<file path="src/rtl/wdt_pkg.sv">
package wdt_pkg;
  localparam int unsigned DATA_W = 32;
  localparam int unsigned ADDR_W = 3;
  localparam int unsigned PTV_W  = 3;
  localparam int unsigned PEND_W = 5;

  localparam logic [ADDR_W-1:0] ADR_REV   = 3'd0;
  localparam logic [ADDR_W-1:0] ADR_CTRL  = 3'd1;
  localparam logic [ADDR_W-1:0] ADR_COUNT = 3'd2;
  localparam logic [ADDR_W-1:0] ADR_LOAD  = 3'd3;
  localparam logic [ADDR_W-1:0] ADR_TRIG  = 3'd4;
  localparam logic [ADDR_W-1:0] ADR_RUN   = 3'd5;
  localparam logic [ADDR_W-1:0] ADR_PEND  = 3'd6;

  localparam int unsigned PB_CTRL = 0;
  localparam int unsigned PB_LOAD = 2;
  localparam int unsigned PB_TRIG = 3;
  localparam int unsigned PB_RUN  = 4;

  localparam logic [15:0] KEY_START1 = 16'hBBBB;
  localparam logic [15:0] KEY_START2 = 16'h4444;
  localparam logic [15:0] KEY_STOP1  = 16'hAAAA;
  localparam logic [15:0] KEY_STOP2  = 16'h5555;

  typedef enum logic [1:0] {SEQ_IDLE, SEQ_START1, SEQ_STOP1} seqStateE;

  typedef struct packed {
    logic              ctrlWe;
    logic [PTV_W:0]    ctrlVal;
    logic              loadWe;
    logic [DATA_W-1:0] loadVal;
    logic              reload;
    logic              run;
  } wdtStrobeT;
endpackage

</file>
<file path="src/rtl/wdt_post_chan.sv">
module wdt_post_chan #(
  parameter int unsigned W          = 32,
  parameter int unsigned PEND_TICKS = 2
) (
  input  logic         clk,
  input  logic         rstN,
  input  logic         slowTick,
  input  logic         wrHit,
  input  logic [W-1:0] wrData,
  output logic         pending,
  output logic         commit,
  output logic [W-1:0] heldData
);
  localparam int unsigned CW = $clog2(PEND_TICKS + 1);

  logic         pendQ;
  logic [CW-1:0] cntQ;
  logic [W-1:0] dataQ;

  always_ff @(posedge clk) begin
    if (!rstN) begin
      pendQ <= 1'b0;
      cntQ  <= '0;
      dataQ <= '0;
    end else if (wrHit && !pendQ) begin
      pendQ <= 1'b1;
      cntQ  <= CW'(PEND_TICKS);
      dataQ <= wrData;
    end else if (pendQ && slowTick) begin
      cntQ <= cntQ - 1'b1;
      if (cntQ == CW'(1)) pendQ <= 1'b0;
    end
  end

  assign pending  = pendQ;
  assign commit   = pendQ && slowTick && (cntQ == CW'(1));
  assign heldData = dataQ;
endmodule

</file>
<file path="src/rtl/wdt_ctrl.sv">
module wdt_ctrl
  import wdt_pkg::*;
#(
  parameter int unsigned PEND_TICKS = 2
) (
  input  logic              clk,
  input  logic              rstN,
  input  logic              slowTick,
  input  logic              busWrEn,
  input  logic [ADDR_W-1:0] busAddr,
  input  logic [DATA_W-1:0] busWrData,
  output wdtStrobeT         stb,
  output logic [PEND_W-1:0] pendStat,
  output logic [DATA_W-1:0] trigVal
);
  logic ctrlPend, loadPend, trigPend, runPend;
  logic ctrlCommit, loadCommit, trigCommit, runCommit;
  logic [PTV_W:0]    ctrlData;
  logic [DATA_W-1:0] loadData, trigData;
  logic [15:0]       runData;

  wdt_post_chan #(.W(PTV_W + 1), .PEND_TICKS(PEND_TICKS)) u_ctrlChan (
    .clk(clk), .rstN(rstN), .slowTick(slowTick),
    .wrHit(busWrEn && busAddr == ADR_CTRL), .wrData(busWrData[PTV_W+2:2]),
    .pending(ctrlPend), .commit(ctrlCommit), .heldData(ctrlData));

  wdt_post_chan #(.W(DATA_W), .PEND_TICKS(PEND_TICKS)) u_loadChan (
    .clk(clk), .rstN(rstN), .slowTick(slowTick),
    .wrHit(busWrEn && busAddr == ADR_LOAD), .wrData(busWrData),
    .pending(loadPend), .commit(loadCommit), .heldData(loadData));

  wdt_post_chan #(.W(DATA_W), .PEND_TICKS(PEND_TICKS)) u_trigChan (
    .clk(clk), .rstN(rstN), .slowTick(slowTick),
    .wrHit(busWrEn && busAddr == ADR_TRIG), .wrData(busWrData),
    .pending(trigPend), .commit(trigCommit), .heldData(trigData));

  wdt_post_chan #(.W(16), .PEND_TICKS(PEND_TICKS)) u_runChan (
    .clk(clk), .rstN(rstN), .slowTick(slowTick),
    .wrHit(busWrEn && busAddr == ADR_RUN), .wrData(busWrData[15:0]),
    .pending(runPend), .commit(runCommit), .heldData(runData));

  // run state and two-word key tracker
  seqStateE seqQ, seqFresh;
  logic runQ;
  logic [DATA_W-1:0] lastTrigQ;

  always_comb begin
    if (runData == KEY_START1)     seqFresh = SEQ_START1;
    else if (runData == KEY_STOP1) seqFresh = SEQ_STOP1;
    else                           seqFresh = SEQ_IDLE;
  end

  always_ff @(posedge clk) begin
    if (!rstN) begin
      seqQ <= SEQ_IDLE;
      runQ <= 1'b1;
    end else if (runCommit) begin
      if (seqQ == SEQ_START1 && runData == KEY_START2) begin
        runQ <= 1'b1;
        seqQ <= SEQ_IDLE;
      end else if (seqQ == SEQ_STOP1 && runData == KEY_STOP2) begin
        runQ <= 1'b0;
        seqQ <= SEQ_IDLE;
      end else begin
        seqQ <= seqFresh;
      end
    end
  end

  logic trigNew;
  assign trigNew = trigCommit && (trigData != lastTrigQ);

  always_ff @(posedge clk) begin
    if (!rstN)        lastTrigQ <= '0;
    else if (trigNew) lastTrigQ <= trigData;
  end

  always_comb begin
    stb.ctrlWe  = ctrlCommit && !runQ;
    stb.ctrlVal = ctrlData;
    stb.loadWe  = loadCommit && !runQ;
    stb.loadVal = loadData;
    stb.reload  = trigNew;
    stb.run     = runQ;
  end

  always_comb begin
    pendStat          = '0;
    pendStat[PB_CTRL] = ctrlPend;
    pendStat[PB_LOAD] = loadPend;
    pendStat[PB_TRIG] = trigPend;
    pendStat[PB_RUN]  = runPend;
  end

  assign trigVal = lastTrigQ;
endmodule

</file>
<file path="src/rtl/wdt_datapath.sv">
module wdt_datapath
  import wdt_pkg::*;
#(
  parameter logic [DATA_W-1:0] LOAD_INIT = 32'hFFFB_0000,
  parameter logic [7:0]        REV_CODE  = 8'h31
) (
  input  logic              clk,
  input  logic              rstN,
  input  logic              slowTick,
  input  wdtStrobeT         stb,
  input  logic [PEND_W-1:0] pendStat,
  input  logic [DATA_W-1:0] trigVal,
  input  logic [ADDR_W-1:0] busAddr,
  output logic [DATA_W-1:0] busRdData,
  output logic              wdReset,
  output logic [DATA_W-1:0] counterOut,
  output logic [DATA_W-1:0] loadOut
);
  localparam int unsigned PS_W = (1 << PTV_W) - 1;

  logic              psEnQ;
  logic [PTV_W-1:0]  ptvQ;
  logic [PS_W-1:0]   psCntQ, psLimit;
  logic [DATA_W-1:0] loadQ, countQ;
  logic              wdResetQ, step, atTop;

  assign psLimit = ({{(PS_W-1){1'b0}}, 1'b1} << ptvQ) - 1'b1;
  assign step    = slowTick && (!psEnQ || psCntQ >= psLimit);
  assign atTop   = &countQ;

  always_ff @(posedge clk) begin
    if (!rstN) begin
      psEnQ <= 1'b0;
      ptvQ  <= '0;
      loadQ <= LOAD_INIT;
    end else begin
      if (stb.ctrlWe) {psEnQ, ptvQ} <= stb.ctrlVal;
      if (stb.loadWe) loadQ <= stb.loadVal;
    end
  end

  always_ff @(posedge clk) begin
    if (!rstN)            psCntQ <= '0;
    else if (!psEnQ)      psCntQ <= '0;
    else if (slowTick)    psCntQ <= (psCntQ >= psLimit) ? '0 : psCntQ + 1'b1;
  end

  always_ff @(posedge clk) begin
    if (!rstN) begin
      countQ   <= LOAD_INIT;
      wdResetQ <= 1'b0;
    end else begin
      wdResetQ <= 1'b0;
      if (stb.reload) begin
        countQ <= loadQ;
      end else if (stb.run && step) begin
        if (atTop) begin
          countQ   <= loadQ;
          wdResetQ <= 1'b1;
        end else begin
          countQ <= countQ + 1'b1;
        end
      end
    end
  end

  always_comb begin
    case (busAddr)
      ADR_REV:   busRdData = {{(DATA_W-8){1'b0}}, REV_CODE};
      ADR_CTRL:  busRdData = {{(DATA_W-PTV_W-3){1'b0}}, psEnQ, ptvQ, 2'b00};
      ADR_COUNT: busRdData = countQ;
      ADR_LOAD:  busRdData = loadQ;
      ADR_TRIG:  busRdData = trigVal;
      ADR_PEND:  busRdData = {{(DATA_W-PEND_W){1'b0}}, pendStat};
      default:   busRdData = '0;
    endcase
  end

  assign wdReset    = wdResetQ;
  assign counterOut = countQ;
  assign loadOut    = loadQ;
endmodule

</file>
<file path="src/rtl/wdt_core.sv">
module wdt_core
  import wdt_pkg::*;
#(
  parameter int unsigned       PEND_TICKS = 2,
  parameter logic [DATA_W-1:0] LOAD_INIT  = 32'hFFFB_0000,
  parameter logic [7:0]        REV_CODE   = 8'h31
) (
  input  logic              clk,
  input  logic              rstN,
  input  logic              slowTick,
  input  logic              busWrEn,
  input  logic [ADDR_W-1:0] busAddr,
  input  logic [DATA_W-1:0] busWrData,
  output logic [DATA_W-1:0] busRdData,
  output logic              wdReset
);
  wdtStrobeT         stb;
  logic [PEND_W-1:0] pendStat;
  logic [DATA_W-1:0] trigVal, counterVal, loadVal;
  logic              runFlag, reloadStb;

  wdt_ctrl #(.PEND_TICKS(PEND_TICKS)) u_ctrl (
    .clk(clk), .rstN(rstN), .slowTick(slowTick),
    .busWrEn(busWrEn), .busAddr(busAddr), .busWrData(busWrData),
    .stb(stb), .pendStat(pendStat), .trigVal(trigVal));

  wdt_datapath #(.LOAD_INIT(LOAD_INIT), .REV_CODE(REV_CODE)) u_dp (
    .clk(clk), .rstN(rstN), .slowTick(slowTick),
    .stb(stb), .pendStat(pendStat), .trigVal(trigVal), .busAddr(busAddr),
    .busRdData(busRdData), .wdReset(wdReset),
    .counterOut(counterVal), .loadOut(loadVal));

  assign runFlag   = stb.run;
  assign reloadStb = stb.reload;
endmodule

</file>
<file path="config.mk">
export PLATFORM = sky130hd
export DESIGN_NAME = wdt_core
export DESIGN_NICKNAME = d
export VERILOG_FILES = /design/src/rtl/wdt_pkg.sv /design/src/rtl/wdt_post_chan.sv /design/src/rtl/wdt_ctrl.sv /design/src/rtl/wdt_datapath.sv /design/src/rtl/wdt_core.sv
export SDC_FILE = /design/constraint.sdc
export NUM_CORES = 1
export LEC_CHECK = 0
export ABC_AREA = 1
export CAP_MARGIN = 20
export CORE_MARGIN = 5
export CORE_UTILIZATION = 50
export CTS_CLUSTER_DIAMETER = 50
export DETAILED_ROUTE_END_ITERATION = 6
export DONT_BUFFER_PORTS = 1
export PLACE_DENSITY = 0.68
export SLEW_MARGIN = 10
export SYNTH_ARGS = -nofsm -noshare
export SYNTH_HDL_FRONTEND = slang
export SYNTH_SLANG_ARGS = --single-unit
</file>
<file path="constraint.sdc">
create_clock -name clk -period 1.8 [get_ports clk]
set_input_delay 0.18 -clock clk [delete_from_list [all_inputs] [get_ports clk]]
set_output_delay 0.18 -clock clk [all_outputs]
set_load 0.02 [all_outputs]
</file>
* Yosys cells after proc, flatten, opt, wreduce, memory -nomap -nowiden *
Cells that the tools add are included.

operators by class
  add/subtract/negate cells = 7
  multiply operators = 0
  div/mod/pow operators = 0
  order comparisons = 1
  eq/ne operators = 17
  shift operators = 1
  mux-type cells = 32
  bitwise operators = 2
  reductions and logical operators = 53

operators by type and width
  kind                                                                      count
  32-bit one-hot mux with 6 select lines                                    1
  32-bit 2-to-1 mux                                                         3
  32-bit by 1-bit adder with 32-bit output (second input constant)          1
  16-bit by 15-bit equality test with 1-bit output (second input constant)  2
  16-bit equality test (second input constant)                              2
  32-bit inequality test                                                    1
  32-bit AND reduction                                                      1
  2-bit 2-to-1 mux                                                          12
  1-bit logical AND                                                         23
  2-bit nonzero test                                                        10
  1-bit 2-to-1 mux                                                          15
  2-bit AND reduction                                                       6
  2-bit by 1-bit equality test with 1-bit output (second input constant)    5
  3-bit equality test (second input constant)                               3
  2-bit OR reduction                                                        4
  2-bit by 1-bit subtractor with 2-bit output (second input constant)       4
  7-bit by 1-bit adder with 7-bit output (second input constant)            1
  7-bit >= comparator                                                       1
  7-bit 2-to-1 mux                                                          1
  1-bit by 3-bit left shift with 7-bit output (first input constant)        1
  7-bit by 1-bit subtractor with 7-bit output (second input constant)       1
  3-bit by 2-bit equality test with 1-bit output (second input constant)    2
  1-bit logical NOT                                                         6
  3-bit by 1-bit equality test with 1-bit output (second input constant)    1
  other kinds (5)                                                           6

storage, ports and cells
  flip-flop bits (word level) = 207
  latch bits = 0
  bits in writable memories = 0
  ROM bits = 0
  input bits = 39
  output and inout bits = 33
  logic and storage cells = 138
  memories = 0

* Longest topological paths before layout *
Gate-level depths: netlist of the first run.

  depth after elaboration = 8
  mapped depth = 15
  depth with buffers taken out = 14

* Cells and area by module *
Synthesis of the first run repeated with hierarchy kept, for this count alone.

second synthesis, totals
  cell total of the unflattened synthesis = 1852
  area total of the unflattened synthesis = 11756.3 um^2

by module, submodules not included
  module                                 times used  cells each  area each (um^2)  seq. area each (um^2)
  wdt_datapath                           1           841         5073.6            1521.5
  wdt_post_chan (u_ctrl.u_loadChan ...)  2           231         1556.5            700.7
  wdt_ctrl                               1           373         2354.8            700.7
  wdt_post_chan (u_ctrl.u_runChan)       1           127         890.9             380.4
  wdt_post_chan (u_ctrl.u_ctrlChan)      1           49          324.1             140.1

* Worst setup path after synthesis of the first run *
OpenSTA, ideal clock, no wires.

  kind = register -> register
  start = register u_dp.ptvQ[2]
  end = register u_dp.countQ[29] (netlist: u_dp.counterOut[29])
  library setup time = 0.058 ns
  arrival time = 1.865 ns
  required time = 1.742 ns
  path slack = -0.123 ns
  cell stages (with the launch flop) = 13
  path buffers = 2
  period minus slack after synthesis = 1.923 ns
  path through = dfxtp_1 -> nand3_1 -> ha_1 -> nand2_1 -> nor2_1 -> nand4_1 -> nand4_1 -> nand3_1 -> nand2_1 -> buf_2 -> buf_2 -> nand3_1 -> nand2_1

on the way
  word-level cells in the longest chain between the ends = 7

ends and longest elaborated chain
  element                                      line                RTL
  start: declaration                           wdt_datapath.sv:22  logic [PTV_W-1:0] ptvQ;
  start signal: assignment                     wdt_datapath.sv:37  if (stb.ctrlWe) {psEnQ, ptvQ} <= stb.ctrlVal;
  1-bit by 3-bit left shift with 7-bit output  wdt_datapath.sv:27  assign psLimit = ({{(PS_W-1){1'b0}}, 1'b1} << ptvQ) - 1'b1;
  7-bit by 1-bit subtractor with 7-bit output  wdt_datapath.sv:27
  7-bit >= comparator                          wdt_datapath.sv:28  assign step = slowTick && (!psEnQ || psCntQ >= psLimit);
  1-bit logical OR                             wdt_datapath.sv:28
  1-bit logical AND                            wdt_datapath.sv:28
  1-bit logical AND                            wdt_datapath.sv:56  end else if (stb.run && step) begin
  2-bit nonzero test (no source line)          n/a
  end signal: assignment                       wdt_datapath.sv:55  countQ <= loadQ;
  end signal: assignment                       wdt_datapath.sv:58  countQ <= loadQ;
  end signal: assignment                       wdt_datapath.sv:61  countQ <= countQ + 1'b1;
  end: declaration                             wdt_datapath.sv:24  logic [DATA_W-1:0] loadQ, countQ;

No other way between the ends.
A chain may end at the register's enable or synchronous reset.

* Worst setup path in the final report of the first run *
  start = register u_dp.ptvQ[2]
  end = register u_dp.countQ[17] (netlist: u_dp.counterOut[17])

The elaborated chain is that of the path after synthesis.

==> run summary, run 1 <==
OUTCOME
--------------------------------------------------------------------------------------------------------
Run status                                                                                  complete, but fails checks
Violated checks                                                                             hold timing, setup timing

FINAL LAYOUT
--------------------------------------------------------------------------------------------------------
Fill cell instance count of the final layout                                                        1598
Total area of sequential cells                                                               0.00419 mm²
Area grow syn2layout                                                                               39.5%
Most frequent standard cell in the layout excluding fill and tap cells                      sky130_fd_sc_hd__nand2_1
Final net count                                                                                     1786
Share of post-route cells with drive strength above 1                                              24.0%
Footprint of the multi-input gates                                                           0.00577 mm²
Commonest cells after routing, fill and taps aside                                          326 x sky130_fd_sc_hd__nand2_1, 200 x sky130_fd_sc_hd__nor2_1, 181 x sky130_fd_sc_hd__dfxtp_1

CRITICAL PATH
--------------------------------------------------------------------------------------------------------
Family with the most delay on the worst path                                                simple AND/OR/NAND/NOR gates
Standard cell with the maximum stage delay on the critical path                             sky130_fd_sc_hd__dfxtp_4
Endpoint kind of the worst setup timing path                                                        flop
Type of the worst setup path                                                                     reg2reg
Path depth of the worst reg2reg path                                                                  12
Worst endpoint data arrival time                                                                 2.44 ns
CP Capture Point                                                                            u_dp.counterOut[17]
Critical Path Start Type                                                                            flop
Cell chain of the critical path                                                             o21ai_4, ha_4, nand2_2, nor2_2, nand4_1, nand4_1, nand3_2, nand2_4, inv_8, clkbuf_16, nand2_4, nand3_2
Startpoint of the most critical setup path                                                  u_dp.ptvQ[2]
R2R Path Start                                                                              u_dp.ptvQ[2]
Reg-to-reg endpoint                                                                         u_dp.counterOut[17]
CP Max Fanout                                                                                          7
Buf+Inv Stages, Crit Path                                                                              2
Largest stage delay on the critical path                                                         0.42 ns
Required @ worst endpoint                                                                        2.20 ns
Reg2reg setup slack                                                                             -0.25 ns
Levels on crit path                                                                                   12

FLOORPLAN
--------------------------------------------------------------------------------------------------------
Core box area                                                                                 0.0202 mm²
Count of boundary I/O pins                                                                            72
Placement row count                                                                                   52
Starting utilization of the core area                                                              50.6%
Full die area                                                                                 0.0235 mm²
Die boundary height                                                                               153 µm
Die extent in x                                                                                   153 µm

GLOBAL ROUTE
--------------------------------------------------------------------------------------------------------
Number of global-route vias before repair                                                          10200
Global router's overall resource usage                                                             28.1%
Pin count of the biggest net entering global routing                                                 178
Congestion Overflow GR                                                                                 0
Antenna violations before repair                                                                       1
Wire length of the first global-routing pass                                                    54400 µm

PLACEMENT
--------------------------------------------------------------------------------------------------------
Worst Setup Slack post-DPL                                                                     -0.251 ns
Final RePlAce weighted congestion                                                                  0.962
Number of input and output port buffers inserted                                                       0
Post-detailed-placement half-perimeter wirelength                                               23200 µm

ROUTING
--------------------------------------------------------------------------------------------------------
Detailed-router iteration count before antenna repair                                                  7
Iteration-0 DRC Markers                                                                              934
Vias post-DR                                                                                       11000
Final Routed Wirelength                                                                         35700 µm
Total DRC errors in the routed layout                                                                  0
Mean routed wirelength per cell                                                                  17.6 µm
Post-route ant nets                                                                                    0
Avg Vias per Cell                                                                                   5.46

YOSYS
--------------------------------------------------------------------------------------------------------
Main combinational cell family by area after synthesis                                      simple AND/OR/NAND/NOR gates
Complex-gate fraction of the synthesized area                                                      17.3%
Register area share after synthesis                                                                40.4%
Net count of the mapped netlist                                                                     1553
Syn Inst Count                                                                                      1501
Mapped Avg Cell Area                                                                            6.83 µm²
Count of different cell masters after synthesis                                                       43
Top flip-flop cell by instance count after synthesis                                        sky130_fd_sc_hd__dfxtp_1
Share of synthesized cell area in and, or, nand and nor gates                                      28.4%
Number of synthesis warnings                                                                           0
Synthesized cell area                                                                         0.0102 mm²
Share of synthesized cell area in full adder, half adder and majority cells                        1.59%
Multiplexer share of the synthesized area                                                             0%
Number of flops mapped to enable cells by yosys                                                        0
Async S/R FF share, synth                                                                             0%
Yosys reg bits                                                                                       207
Synthesized-area fraction occupied by xor and xnor cells                                           4.10%

CTS
--------------------------------------------------------------------------------------------------------
Inserted Clock Buffers                                                                                26
CTS tree                                                                                           built
Hold buffers post-CTS                                                                                 75
TritonCTS sink count                                                                                 207
Library cell used as clock root buffer                                                      sky130_fd_sc_hd__clkbuf_16
Source-to-sink clock delay at the later pin of the worst-skew pair                               0.52 ns
Maximum number of buffers from clock root to sink                                                      3
CTS HTree Levels                                                                                       1
Post-CTS clock slew at the launch and capture registers of the worst setup and hold paths        0.06 ns

STA
--------------------------------------------------------------------------------------------------------
Max-slew headroom at the worst pin                                                                 53.6%
Worst Hold Slack                                                                               -0.250 ns
Fmax achieved                                                                                    489 MHz
Number of max-slew violations in the final report                                                      0
RSZ-0062 raised after global routing                                                                true
Clk_skew                                                                                      0.00897 ns
Number of hold violations in the final report                                                         73
Minimum period implied by the final worst setup slack                                            2.05 ns
Smallest setup slack after layout                                                              -0.247 ns
Final count of negative-setup-slack endpoints                                                         34
Ratio of final minimum period to clock period                                                       114%
Slew at the pin closest to its max-slew limit                                                   0.695 ns

JOB
--------------------------------------------------------------------------------------------------------
Max Cap Viol                                                                                           0

HOLD PATH
--------------------------------------------------------------------------------------------------------
Worst hold path stage count                                                                            1
HP Class                                                                                          in2reg

POWER AND IR DROP
--------------------------------------------------------------------------------------------------------
Static leakage                                                                                   6.33 nW
Worst supply voltage drop on vdd                                                                  845 µV
Power per unit of standard cell area                                                          778 mW/mm²

state kept, by name, indices dropped and copies added, names as in the netlist, 2 cells and up:
| signal | count |
|---|---|
| u_ctrl.u_ctrlChan.cntQ | 2 |
| u_ctrl.u_loadChan.cntQ | 2 |
| u_ctrl.seqQ | 2 |
| u_ctrl.trigVal | 32 |
| u_ctrl.u_trigChan.heldData | 32 |
| u_ctrl.u_loadChan.heldData | 32 |
| u_dp.psCntQ | 7 |
| u_ctrl.u_runChan.cntQ | 2 |
| u_ctrl.u_ctrlChan.heldData | 4 |
| u_ctrl.u_trigChan.cntQ | 2 |
| u_dp.ptvQ | 3 |
| u_dp.counterOut | 32 |
| u_dp.loadOut | 32 |
| u_ctrl.u_runChan.heldData | 16 |
worst min path at each step:
stage                  from                       endpoint  slack, ns
2_1_floorplan  busWrData[0]  u_ctrl.u_loadChan.heldData[0]       0.31
3_3_place_gp           rstN                    u_ctrl.runQ       0.28
3_5_place_dp           rstN                    u_ctrl.runQ       0.28
4_1_cts                rstN                    u_ctrl.runQ      -0.26
5_1_grt                rstN              u_ctrl.trigVal[4]      -0.20
6_report               rstN                    u_ctrl.runQ      -0.25
Yosys cell counts (2+ instances only):
| cell type | number | area share, % |
|---|---|---|
| sky130_fd_sc_hd__o22ai_1 | 2 | 0.12 |
| sky130_fd_sc_hd__o21ai_1 | 6 | 0.29 |
| sky130_fd_sc_hd__o221ai_1 | 14 | 1.2 |
| sky130_fd_sc_hd__clkbuf_1 | 57 | 2.1 |
| sky130_fd_sc_hd__o21ai_0 | 164 | 8.0 |
| sky130_fd_sc_hd__nor3_4 | 2 | 0.32 |
| sky130_fd_sc_hd__nand3b_1 | 3 | 0.22 |
| sky130_fd_sc_hd__buf_4 | 2 | 0.15 |
| sky130_fd_sc_hd__a21oi_2 | 5 | 0.43 |
| sky130_fd_sc_hd__o211ai_1 | 11 | 0.81 |
| sky130_fd_sc_hd__a21oi_1 | 95 | 4.6 |
| sky130_fd_sc_hd__nor4_1 | 4 | 0.24 |
| sky130_fd_sc_hd__a22oi_1 | 5 | 0.37 |
| sky130_fd_sc_hd__nor3_2 | 3 | 0.29 |
| sky130_fd_sc_hd__xor2_1 | 20 | 1.7 |
| sky130_fd_sc_hd__nand3_1 | 80 | 3.9 |
| sky130_fd_sc_hd__a221oi_1 | 2 | 0.17 |
| sky130_fd_sc_hd__ha_1 | 13 | 1.6 |
| sky130_fd_sc_hd__nor2_1 | 206 | 7.5 |
| sky130_fd_sc_hd__xnor2_1 | 28 | 2.4 |
| sky130_fd_sc_hd__nand2_2 | 3 | 0.18 |
| sky130_fd_sc_hd__o21ai_2 | 7 | 0.60 |
| sky130_fd_sc_hd__inv_1 | 118 | 4.3 |
| sky130_fd_sc_hd__buf_6 | 2 | 0.22 |
| sky130_fd_sc_hd__buf_2 | 11 | 0.54 |
| sky130_fd_sc_hd__nand2_1 | 358 | 13 |
| sky130_fd_sc_hd__clkinv_1 | 2 | 0.073 |
| sky130_fd_sc_hd__dfxtp_1 | 207 | 40 |
| sky130_fd_sc_hd__nand4_1 | 15 | 0.92 |
| sky130_fd_sc_hd__inv_2 | 20 | 0.73 |
| sky130_fd_sc_hd__a31oi_1 | 3 | 0.18 |
| sky130_fd_sc_hd__nor3_1 | 21 | 1.0 |
| sky130_fd_sc_hd__nor2_4 | 2 | 0.22 |
where the power goes:
group / switching [mW] / leakage (nW) / internal (mW)
sequential: 0.0773 / 1.69 / 4.69
clock: 2.09 / 0.432 / 3.21
combinational: 0.592 / 4.21 / 0.460
total: 2.76 / 6.33 / 8.36
cell type report:
type,instances,area share [%]
diodes,1,0.0175
clock buffers,33,5.16
clock inverters,13,1.02
inverters,141,3.83
multi-input cells,1081,40.4
flip-flops and latches,207,29.3
well taps,270,2.36
repair buffers,277,18.0
cell families after synthesis:
| family | count (synthesis) |
|---|---|
| buf+inv | 213 |
| simple gates | 701 |
| compound gates | 319 |
| xor+xnor | 48 |
| fa+ha+maj | 13 |
| flops | 207 |
stage by stage:
stage / std cells / setup TNS (ns) / area (µm²) / power (mW) / util [%]
after floorplan: 1501 / 0 / 10300 / 5.38 / -
after global placement: 1885 / -7.50 / 11800 / 5.64 / 58.5
after detailed placement: 1885 / -9.19 / 11800 / 5.65 / 58.5
after CTS: 2009 / -4.89 / 13700 / 11.1 / 67.8
after global routing: 2023 / -9.89 / 14300 / 11.5 / 70.7
final: 2023 / -7.01 / 14300 / 11.1 / 70.7
worst reg2reg max path: cells and delay by family, from the launching register on:
| family | cells | cell delay, ns |
|---|---|---|
| AO/OA/AOI/OAI | 1 | 0.09 |
| AND/OR/NAND/NOR | 8 | 0.90 |
| adder cells (fa/ha/maj) | 1 | 0.27 |
| buffers and inverters | 2 | 0.25 |
| flip-flops | 1 | 0.42 |
repair_timing:
| item | 4_1_cts | 5_1_grt |
|---|---|---|
| buffers inserted | 2 | 8 |
| gates resized for setup | 70 | 116 |
| hold endpoints to repair | 187 | 143 |
| endpoints found under the setup margin | 67 | 84 |
| cloned | 1 | 6 |
| pin swaps | 20 | 32 |
metal layers:
metal	GRT usage (%)	routed length, µm	vias to the layer above
li1	-	-	5378
met1	41.0	15700	5133
met2	44.9	16300	446
met3	3.36	2640	85
met4	6.07	1110	0
met5	0	0	-
Note: power is estimated with default switching activity, not from simulation.
==> run 2, diff against run 1 <==
CORE_UTILIZATION = 58   (was 50)
PLACE_DENSITY = 0.76   (was 0.68)
==> run summary, run 2 (synthesized netlist as in run 1, its figures left out) <==
OUTCOME
--------------------------------------------------------------------------------------------------------
Run status                                                                                  complete, but fails checks
Violated checks                                                                             hold timing, setup timing

ROUTING
--------------------------------------------------------------------------------------------------------
Final Routed Wirelength                                                                         38700 µm
Vias post-DR                                                                                       11900
Avg Vias per Cell                                                                                   6.02
Post-route ant nets                                                                                    0
Iteration-0 DRC Markers                                                                             1489
Total DRC errors in the routed layout                                                                  0
Detailed-router iteration count before antenna repair                                                  6
Mean routed wirelength per cell                                                                  19.6 µm

FLOORPLAN
--------------------------------------------------------------------------------------------------------
Die extent in x                                                                                   143 µm
Starting utilization of the core area                                                              59.2%
Core box area                                                                                 0.0173 mm²
Placement row count                                                                                   48
Full die area                                                                                 0.0204 mm²
Die boundary height                                                                               143 µm
Count of boundary I/O pins                                                                            72

PLACEMENT
--------------------------------------------------------------------------------------------------------
Post-detailed-placement half-perimeter wirelength                                               22700 µm
Number of input and output port buffers inserted                                                       0
Worst Setup Slack post-DPL                                                                     -0.201 ns
Final RePlAce weighted congestion                                                                   1.03
Placed instance area                                                                          0.0116 mm²

STA
--------------------------------------------------------------------------------------------------------
Minimum period implied by the final worst setup slack                                            2.06 ns
Fmax achieved                                                                                    486 MHz
RSZ-0062 raised after global routing                                                                true
Aggregate negative setup slack                                                                  -7.20 ns
Slew at the pin closest to its max-slew limit                                                   0.901 ns
Max-slew headroom at the worst pin                                                                 39.8%
Ratio of final minimum period to clock period                                                       114%
Worst Hold Slack                                                                               -0.233 ns
Smallest setup slack after layout                                                              -0.259 ns
Number of hold violations in the final report                                                        129
Clk_skew                                                                                       0.0142 ns
Number of max-slew violations in the final report                                                      0
Final count of negative-setup-slack endpoints                                                         59

CTS
--------------------------------------------------------------------------------------------------------
Library cell used as clock root buffer                                                      sky130_fd_sc_hd__clkbuf_16
Maximum number of buffers from clock root to sink                                                      3
Source-to-sink clock delay at the later pin of the worst-skew pair                               0.54 ns
TritonCTS sink count                                                                                 207
CTS tree                                                                                           built
Inserted Clock Buffers                                                                                26
CTS HTree Levels                                                                                       1
Hold buffers post-CTS                                                                                100
Post-CTS clock slew at the launch and capture registers of the worst setup and hold paths        0.06 ns

CRITICAL PATH
--------------------------------------------------------------------------------------------------------
Type of the worst setup path                                                                     reg2reg
Worst endpoint data arrival time                                                                 2.54 ns
Required @ worst endpoint                                                                        2.28 ns
Cell type with the highest occurrence count on the critical path                            sky130_fd_sc_hd__a21oi_2
Buf+Inv Stages, Crit Path                                                                              2
Largest stage delay on the critical path                                                         0.39 ns
Standard cell with the maximum stage delay on the critical path                             sky130_fd_sc_hd__dfxtp_4
Reg2reg setup slack                                                                             -0.26 ns
Endpoint kind of the worst setup timing path                                                        flop
Critical Path Start Type                                                                            flop
CP Max Fanout                                                                                         10
Family with the most delay on the worst path                                                compound AO/OA/AOI/OAI gates
Cell chain of the critical path                                                             o21ai_4, ha_4, a21oi_2, o21a_1, nand4_1, nand3_2, nand2_4, inv_6, buf_12, nand2_1, a21oi_2

HOLD PATH
--------------------------------------------------------------------------------------------------------
HP Class                                                                                          in2reg

GLOBAL ROUTE
--------------------------------------------------------------------------------------------------------
Pin count of the biggest net entering global routing                                                 178
Global router's overall resource usage                                                             35.3%
Wire length of the first global-routing pass                                                    57700 µm
Number of global-route vias before repair                                                          11100
Antenna violations before repair                                                                       0
Congestion Overflow GR                                                                                 0

FINAL LAYOUT
--------------------------------------------------------------------------------------------------------
Summed area of non-filler cells in the final layout                                           0.0141 mm²
Most frequent standard cell in the layout excluding fill and tap cells                      sky130_fd_sc_hd__nand2_1
Commonest cells after routing, fill and taps aside                                          331 x sky130_fd_sc_hd__nand2_1, 191 x sky130_fd_sc_hd__dfxtp_1, 190 x sky130_fd_sc_hd__nor2_1
Fill cell instance count of the final layout                                                        1048
Number of antenna diodes                                                                               0
Share of post-route cells with drive strength above 1                                              23.5%
Footprint of the multi-input gates                                                           0.00577 mm²
Area grow syn2layout                                                                               37.9%
Final net count                                                                                     1784
Total area of sequential cells                                                               0.00417 mm²

POWER AND IR DROP
--------------------------------------------------------------------------------------------------------
Power per unit of standard cell area                                                          788 mW/mm²
Design Power                                                                                     11.1 mW
Static leakage                                                                                   6.19 nW
Worst supply voltage drop on vdd                                                                 1150 µV

JOB
--------------------------------------------------------------------------------------------------------
Max Cap Viol                                                                                           0

[run 2: cell count changes in the layout (fill, tap and decap cells not counted), moves of 7 or more]
cell / before / now
sky130_fd_sc_hd__dfxtp_2: 22 / 13
sky130_fd_sc_hd__nor2_2: 6 / 14
sky130_fd_sc_hd__nor2_1: 200 / 190
sky130_fd_sc_hd__dfxtp_1: 181 / 191
sky130_fd_sc_hd__nand2_4: 14 / 7
[run 2: power breakdown]
part | leakage [nW] | switching [mW] | internal (mW)
Clock | 0.424 | 2.12 | 3.17
Sequential | 1.69 | 0.0850 | 4.69
Combinational | 4.08 | 0.630 | 0.448
Total | 6.19 | 2.83 | 8.31
[run 2: final timing paths]
path,start,end,cells past startpoint
setup / recovery,u_dp.ptvQ[1],u_dp.counterOut[8],11
setup reg to reg,u_dp.ptvQ[1],u_dp.counterOut[8],11
hold reg to reg,u_ctrl.u_loadChan.heldData[25],u_dp.loadOut[25],2
hold / removal,rstN,u_ctrl.trigVal[3],2
[run 2: area by class of cell]
type / count / area share (%)
Multi-Input combinational cell: 1081 / 40.8
Sequential cell: 207 / 29.5
Timing Repair Buffer: 275 / 17.6
Clock buffer: 30 / 4.85
Inverter: 141 / 3.89
Tap cell: 225 / 1.99
Clock inverter: 13 / 1.29
[run 2: per-stage QoR]
stage	utilization [%]	hold slack [ns]	std cells
after CTS	80.1	-0.270	1976
final	81.7	-0.233	1972
after floorplan	-	0.315	1501
after detailed placement	67.0	0.285	1821
after global placement	67.0	0.277	1821
after global routing	81.7	-0.237	1972
[run 2: metal layers]
metal	global-route usage (%)	up-vias	routed length [µm]
met5	0	-	0
met3	7.10	179	3860
li1	-	5368	-
met4	13.8	0	1930
met2	57.0	746	17700
met1	46.6	5575	15200
[run 2: what timing repair did]
item                                    CTS  global route
endpoints found under the setup margin   64           121
cloned                                    2             5
setup buffers                            10            21
pin swaps                                12            42
hold endpoints to repair                184           144
resized for setup                        84           105
